[src/rtl/svol_pkg.sv]
// svol_pkg: shared constants and the elaboration-time gain computation for
// the stereo volume stage. Assumes coefficients carry COEF_W-1 fraction bits.
package svol_pkg;

    // Step factor 10^(-1/20) held in 30 fraction bits.
    localparam longint STEP_Q30 = 64'd956973409;
    localparam int     ACC_FRAC = 30;

    // Gain for an attenuation of n dB, as an unsigned fraction with
    // coef_w-1 fraction bits, built by repeated multiplication.
    function automatic longint db_coef(input int n, input int coef_w);
        longint acc;
        int     sh;
        acc = longint'(1) <<< ACC_FRAC;
        for (int i = 0; i < n; i++) begin
            acc = (acc * STEP_Q30 + (longint'(1) <<< (ACC_FRAC - 1))) >>> ACC_FRAC;
        end
        sh = ACC_FRAC - (coef_w - 1);
        return (acc + (longint'(1) <<< (sh - 1))) >>> sh;
    endfunction

endpackage

[src/rtl/svol_coef_rom.sv]
// svol_coef_rom: maps an attenuation code to a gain coefficient.
// Codes above MAX_ATT give a zero coefficient. The table is derived at
// elaboration; no stored contents.
module svol_coef_rom #(
    parameter int CODE_W  = 6,
    parameter int COEF_W  = 16,
    parameter int MAX_ATT = 60
) (
    input  logic [CODE_W-1:0] att,
    output logic [COEF_W-1:0] coef
);

    logic [COEF_W-1:0] table_q [MAX_ATT+1];

    // One constant entry per supported attenuation step.
    for (genvar g = 0; g <= MAX_ATT; g++) begin : g_entry
        assign table_q[g] = COEF_W'(svol_pkg::db_coef(g, COEF_W));
    end

    // Select the entry matching the code; out-of-range codes fall to zero.
    always_comb begin
        coef = '0;
        for (int i = 0; i <= MAX_ATT; i++) begin
            if (att == CODE_W'(i)) coef = table_q[i];
        end
    end

endmodule

[src/rtl/svol_ramp.sv]
// svol_ramp: per-channel soft-mute fader. Keeps an extra attenuation offset
// that moves one step per accepted pair toward silence or back to zero, and
// outputs the effective code for the pair being accepted.
// Assumes step is high only in the cycle a pair is accepted.
module svol_ramp #(
    parameter int CODE_W  = 6,
    parameter int MAX_ATT = 60
) (
    input  logic              clk,
    input  logic              rst_n,
    input  logic              step,
    input  logic              mute_req,
    input  logic [CODE_W-1:0] code,
    output logic [CODE_W-1:0] att
);

    localparam int SUM_W    = CODE_W + 1;
    localparam int MUTE_ATT = MAX_ATT + 1;

    logic [CODE_W-1:0] ramp, ramp_nxt;
    logic [SUM_W-1:0]  sum_now, sum_nxt;
    logic              silent_now;

    // Decide the next ramp offset from the request and the current depth.
    always_comb begin
        sum_now    = {1'b0, code} + {1'b0, ramp};
        silent_now = (sum_now >= SUM_W'(MUTE_ATT));
        if (mute_req)
            ramp_nxt = silent_now ? ramp : ramp + 1'b1;
        else
            ramp_nxt = (ramp != '0) ? ramp - 1'b1 : ramp;
        sum_nxt = {1'b0, code} + {1'b0, ramp_nxt};
        att     = (sum_nxt >= SUM_W'(MUTE_ATT)) ? CODE_W'(MUTE_ATT) : sum_nxt[CODE_W-1:0];
    end

    // Commit the offset when a pair is accepted.
    always_ff @(posedge clk) begin
        if (!rst_n)
            ramp <= '0;
        else if (step)
            ramp <= ramp_nxt;
    end

    // the offset moves by at most one step per accepted pair.
    p_ramp_unit_step_r5: assert property (@(posedge clk) disable iff (!rst_n)
        step |=> (ramp == $past(ramp)) || (ramp == $past(ramp) + 1'b1) ||
                 (ramp + 1'b1 == $past(ramp)));

    // without an accepted pair the offset does not move.
    p_ramp_idle_r6: assert property (@(posedge clk) disable iff (!rst_n)
        !step |=> $stable(ramp));

    // a withdrawn request never deepens the fade.
    p_ramp_release_r6: assert property (@(posedge clk) disable iff (!rst_n)
        (step && !mute_req) |=> (ramp <= $past(ramp)));

endmodule

[src/rtl/svol_scale.sv]
// svol_scale: multiplies one signed sample by the gain for its code, then
// rounds and saturates back to SAMPLE_W bits. Purely combinational.
// Assumes coefficients never exceed unity (1 << (COEF_W-1)).
module svol_scale #(
    parameter int SAMPLE_W = 24,
    parameter int COEF_W   = 16,
    parameter int CODE_W   = 6,
    parameter int MAX_ATT  = 60
) (
    input  logic signed [SAMPLE_W-1:0] sample,
    input  logic        [CODE_W-1:0]   att,
    output logic signed [SAMPLE_W-1:0] result
);

    localparam int FRAC   = COEF_W - 1;
    localparam int PROD_W = SAMPLE_W + COEF_W + 1;
    localparam logic signed [PROD_W-1:0] HI = (PROD_W'(1) <<< (SAMPLE_W - 1)) - 1;
    localparam logic signed [PROD_W-1:0] LO = -HI - 1;
    localparam logic signed [PROD_W-1:0] HALF = PROD_W'(1) <<< (FRAC - 1);

    logic        [COEF_W-1:0] coef;
    logic signed [PROD_W-1:0] prod, shifted;

    svol_coef_rom #(.CODE_W(CODE_W), .COEF_W(COEF_W), .MAX_ATT(MAX_ATT)) u_rom (
        .att  (att),
        .coef (coef)
    );

    // Multiply, round half up, then clamp into the sample range.
    always_comb begin
        prod    = $signed(sample) * $signed({1'b0, coef});
        shifted = (prod + HALF) >>> FRAC;
        if (att > CODE_W'(MAX_ATT))
            result = '0;
        else if (shifted > HI)
            result = HI[SAMPLE_W-1:0];
        else if (shifted < LO)
            result = LO[SAMPLE_W-1:0];
        else
            result = shifted[SAMPLE_W-1:0];
    end

endmodule

[src/rtl/stereo_vol_stage.sv]
// stereo_vol_stage: stereo volume, soft mute and channel exchange.
// Stage A captures the routed pair with the effective code of each channel.
// Stage B holds the scaled pair for the consumer. Both stages use a
// valid/ready handshake with back-pressure. Channel index 0 is left, 1 is right.
// Assumes the controls are register outputs, stable around each acceptance.
module stereo_vol_stage #(
    parameter int SAMPLE_W = 24,
    parameter int COEF_W   = 16,
    parameter int CODE_W   = 6,
    parameter int MAX_ATT  = 60
) (
    input  logic                clk,
    input  logic                rst_n,
    input  logic                in_valid,
    output logic                in_ready,
    input  logic [SAMPLE_W-1:0] in_left,
    input  logic [SAMPLE_W-1:0] in_right,
    input  logic [CODE_W-1:0]   vol_left,
    input  logic [CODE_W-1:0]   vol_right,
    input  logic                soft_mute,
    input  logic                swap_lr,
    output logic                out_valid,
    input  logic                out_ready,
    output logic [SAMPLE_W-1:0] out_left,
    output logic [SAMPLE_W-1:0] out_right
);

    localparam int NCH      = 2;
    localparam int MUTE_ATT = MAX_ATT + 1;

    logic                in_fire, a_valid, a_ready, a_fire;
    logic [SAMPLE_W-1:0] routed [NCH];
    logic [CODE_W-1:0]   code   [NCH];
    logic [CODE_W-1:0]   att    [NCH];
    logic [SAMPLE_W-1:0] a_smp  [NCH];
    logic [CODE_W-1:0]   a_att  [NCH];
    logic [SAMPLE_W-1:0] scaled [NCH];
    logic [SAMPLE_W-1:0] b_smp  [NCH];

    // Handshake: each stage advances when its successor has room.
    always_comb begin
        a_ready  = !out_valid || out_ready;
        a_fire   = a_valid && a_ready;
        in_ready = !a_valid || a_ready;
        in_fire  = in_valid && in_ready;
    end

    // Route inputs by the exchange control and pick codes by output side.
    always_comb begin
        routed[0] = swap_lr ? in_right : in_left;
        routed[1] = swap_lr ? in_left  : in_right;
        code[0]   = vol_left;
        code[1]   = vol_right;
    end

    // Per-channel fader and multiplier.
    for (genvar ch = 0; ch < NCH; ch++) begin : g_ch
        svol_ramp #(.CODE_W(CODE_W), .MAX_ATT(MAX_ATT)) u_ramp (
            .clk      (clk),
            .rst_n    (rst_n),
            .step     (in_fire),
            .mute_req (soft_mute),
            .code     (code[ch]),
            .att      (att[ch])
        );

        svol_scale #(.SAMPLE_W(SAMPLE_W), .COEF_W(COEF_W), .CODE_W(CODE_W),
                     .MAX_ATT(MAX_ATT)) u_scale (
            .sample (a_smp[ch]),
            .att    (a_att[ch]),
            .result (scaled[ch])
        );

        // Stage A data: routed sample and its effective code.
        always_ff @(posedge clk) begin
            if (!rst_n) begin
                a_smp[ch] <= '0;
                a_att[ch] <= '0;
            end else if (in_fire) begin
                a_smp[ch] <= routed[ch];
                a_att[ch] <= att[ch];
            end
        end

        // Stage B data: scaled sample held until taken.
        always_ff @(posedge clk) begin
            if (!rst_n)
                b_smp[ch] <= '0;
            else if (a_fire)
                b_smp[ch] <= scaled[ch];
        end
    end

    // Stage valid flags.
    always_ff @(posedge clk) begin
        if (!rst_n) begin
            a_valid   <= 1'b0;
            out_valid <= 1'b0;
        end else begin
            if (in_ready) a_valid   <= in_valid;
            if (a_ready)  out_valid <= a_valid;
        end
    end

    // Drive the output ports from stage B.
    always_comb begin
        out_left  = b_smp[0];
        out_right = b_smp[1];
    end

    // a zero code passes the staged sample through unchanged.
    p_unity_pass_r1: assert property (@(posedge clk) disable iff (!rst_n)
        (a_fire && a_att[0] == '0) |=> (out_left == $past(a_smp[0])));

    // a silent code on the right channel produces zero.
    p_hard_mute_r2: assert property (@(posedge clk) disable iff (!rst_n)
        (a_fire && a_att[1] == CODE_W'(MUTE_ATT)) |=> (out_right == '0));

    // a stalled output pair holds its value.
    p_stall_hold_r9: assert property (@(posedge clk) disable iff (!rst_n)
        (out_valid && !out_ready) |=> (out_valid && $stable(out_left) && $stable(out_right)));

    // reset leaves the pipeline empty.
    p_reset_empty_r10: assert property (@(posedge clk)
        !rst_n |=> (!out_valid && !a_valid));

endmodule

[config.mk]
export PLATFORM = sky130hd
export DESIGN_NAME = stereo_vol_stage
export DESIGN_NICKNAME = d
export VERILOG_FILES = /design/src/rtl/svol_pkg.sv /design/src/rtl/svol_coef_rom.sv /design/src/rtl/svol_ramp.sv /design/src/rtl/svol_scale.sv /design/src/rtl/stereo_vol_stage.sv
export SDC_FILE = /design/constraint.sdc
export NUM_CORES = 2
export LEC_CHECK = 0
export ABC_AREA = 1
export BUFFER_PORTS_ARGS = -buffer_cell sky130_fd_sc_hd__buf_2
export CAP_MARGIN = 20
export CORE_AREA = 4 4 292 294
export CTS_BUF_LIST = sky130_fd_sc_hd__clkbuf_16
export CTS_CLUSTER_SIZE = 10
export DETAILED_ROUTE_END_ITERATION = 12
export DIE_AREA = 0 0 296 298
export SETUP_SLACK_MARGIN = 0.5
export SLEW_MARGIN = 30
export SYNTH_ARGS = -nofsm -noshare
export SYNTH_HDL_FRONTEND = slang
export SYNTH_SLANG_ARGS = --single-unit
[constraint.sdc]
create_clock -name clk -period 23.7 [get_ports clk]
set_input_delay 3.555 -clock clk [delete_from_list [all_inputs] [get_ports clk]]
set_output_delay 3.555 -clock clk [all_outputs]
set_load 0.02 [all_outputs]
==> reports/summary.txt <==
Reg-to-reg slack, setup -> 14.18 ns
Layout area overhead -> 5.91%
First-pass DRT Iterations -> 6
Commonest non-fill, non-tap cell in the layout -> inv_1
Worst path max stage delay -> 0.72 ns
Worst Skew -> 0.0268 ns
Area share of the largest cell type after synthesis -> 40.1%
CP Max Fanout -> 23
CTS tree -> done
Synth area leader -> fa_1
Clk Tree Root Cell -> clkbuf_16
Critical path class -> reg2reg
Synthesis-stage register bit count -> 122
Core Area -> 82900 µm²
Hold Fails Final Rpt -> 0
Mapped Nets -> 5951
Main combinational cell family by area after synthesis -> adder cells
CTS sink cnt -> 122
Compound-cell area share of the yosys netlist -> 5.73%
1st-iter DRT viols -> 1958
Cell mode on critical path -> inv_1
XOR/XNOR share of the synthesized area -> 1.83%
CTS resizes -> 0
Crit share post-route -> 40.2%
Top_reg_cell synth -> edfxtp_1
Max-Cap Viols -> 0
Clk slew on worst S/H paths -> 0.08 ns
Critical path launch point type -> flop
Worst Path Required -> 23.91 ns
Crit Reg-Reg Startpoint -> a_att[1][3]$_SDFFCE_PN0P_
Cell variety after synth -> 59
Hold buffers post-CTS -> 0
FF-to-FF path depth -> 42
WHS Endpoint -> out_valid$_SDFFE_PN0P_
Initial core utilization -> 45.5%
Share of cells above drive strength 1 -> 5.43%
Clk Latency, worst-skew pair -> 0.49 ns
Remaining DRCs -> 0
Slowest CP cell -> nor4_1
Fin crit period -> 9.52 ns
Global-route wire length before repair -> 185000 µm
Antenna Nets Post-Route -> 0
Avg Cell Area, Syn -> 7.76 µm²
Drt total wl -> 116000 µm
FFs w/ async S/R, synth -> 0%
Setup violators final -> 0
# port buffers -> 115
Vias in the first global route -> 33400
Syn Inst Count -> 4863
Most frequent cells in the layout -> 1316 x inv_1, 1043 x nand2_1, 756 x fa_1
Critical path data arrival time -> 9.73 ns
Synth Area in Simple Gates -> 19.2%
Outcome -> complete, no violations
Chip height -> 298 µm
Vias per cell -> 5.19
CTS Buf Count -> 17
Vias -> 31000
Overall Global Routing Usage -> 27.2%
# IOs -> 116
EDFF count, synth -> 108
Chip width -> 296 µm
Critical path capture point type -> flop
Max frequency -> 0.105 GHz
Reg2reg end -> b_smp[1][13]$_SDFFCE_PN0P_
Wire per inst -> 19.4 µm
Mux share of post-synthesis cell area -> 0%
Largest cells by area after synthesis -> fa_1 40%, inv_1 13%, nand2_1 10%
Hpwl dp -> 95600 µm
GR Overflow Total -> 0
Slew HR -> 32.1%
Hold Startpoint -> out_valid$_SDFFE_PN0P_
RSZ-0062 raised after global routing -> false
CTS Buffer Depth -> 2
RePlAce Congestion -> 0.942
Fill cells -> 8262
Row count -> 106
Fin. max-slew vios -> 0
Initial antenna violation count -> 4
Largest net degree at the start of global routing -> 73
Worst hold stages -> 2
Setup_tns -> 0 ns
Post-Syn Area -> 37700 µm²
Die Area -> 88200 µm²
Worst Tran Pin Value -> 1.02 ns
Sequential fraction of the synthesis area -> 9.34%
Postcts setup bufs -> 0
Synth Area in Adders -> 48.9%
CTS H-tree depth -> 4
Nets -> 5974
Yosys warnings -> 0
HP Class -> reg2reg
-- Yosys cell counts, types with 53 or more instances --
cell and number:
inv_1 1318, ha_1 266, nor2_1 447, edfxtp_1 108, fa_1 756, nand2_1 1045
o21ai_0 81, nand3_1 78, xor2_1 53, clkbuf_1 121, nor3_1 55, a21oi_1 212
-- metal layers --
metal | GRT usage [%] | up-vias | part of all wire (%)
met5 | 0 | - | 0
met4 | 11.5 | 0 | 4.7
met3 | 3.19 | 264 | 5.2
met2 | 48.8 | 976 | 51
met1 | 33.2 | 15400 | 40
li1 | - | 14400 | -
-- through the flow --
stage	cell area, µm²	cells	setup WS, ns	utilization, %	hold slack (ns)
2_1_floorplan	37700	4863	15.95	-	0.483
3_3_place_gp	39400	5947	14.23	47.5	0.496
3_5_place_dp	39400	5947	14.21	47.5	0.498
4_1_cts	39900	5979	14.17	48.2	0.511
5_1_grt	40000	5983	13.55	48.2	0.527
6_report	40000	5983	14.18	48.2	0.505
-- layout make-up --
| cell class | count | area [µm²] | area share, % |
|---|---|---|---|
| Inverter | 1345 | 5050 | 12.6 |
| Clock inverter | 14 | 140 | 0.351 |
| Tap cell | 1080 | 1350 | 3.38 |
| Timing Repair Buffer | 149 | 831 | 2.08 |
| Antenna cell | 4 | 10.0 | 0.0251 |
| Clock buffer | 18 | 450 | 1.13 |
| Multi-Input combinational cell | 3251 | 28600 | 71.6 |
| Sequential cell | 122 | 3520 | 8.82 |
-- worst max-delay path, delay by kind of cell (launching register included) --
kind | cells | cell delay (ns)
simple gates | 22 | 3.96
fa+ha+maj | 7 | 3.50
buf+inv | 11 | 1.12
flops | 1 | 0.44
compound gates | 2 | 0.24
-- sequential cells by signal, indices dropped and copies added (netlist names) --
signal,count
b_smp,48
a_smp,48
g_ch.u_ramp.ramp,12
a_att,12
a_valid,1
out_valid,1
-- cell families after synthesis --
| logic type | after synthesis |
|---|---|
| AND/OR/NAND/NOR | 1765 |
| adder cells (fa/ha/maj) | 1022 |
| XOR/XNOR | 78 |
| buffers and inverters | 1490 |
| AO/OA/AOI/OAI | 386 |
| flip-flops | 122 |
-- worst max path at each step --
stage                                   start                         end  slack [ns]  cells past startpoint
CTS                 a_att[1][3]$_SDFFCE_PN0P_  b_smp[1][20]$_SDFFCE_PN0P_       14.17                     42
global route        a_att[1][3]$_SDFFCE_PN0P_  b_smp[1][13]$_SDFFCE_PN0P_       13.55                     42
floorplan           a_att[0][0]$_SDFFCE_PN0P_  b_smp[0][19]$_SDFFCE_PN0P_       15.95                     35
global placement    a_att[1][3]$_SDFFCE_PN0P_  b_smp[1][20]$_SDFFCE_PN0P_       14.23                     43
detailed placement  a_att[1][3]$_SDFFCE_PN0P_  b_smp[1][20]$_SDFFCE_PN0P_       14.21                     42
finish              a_att[1][3]$_SDFFCE_PN0P_  b_smp[1][13]$_SDFFCE_PN0P_       14.18                     42
Power is not shown: default switching activity piles up to over one toggle a cycle in this logic, so the estimate is an artifact.
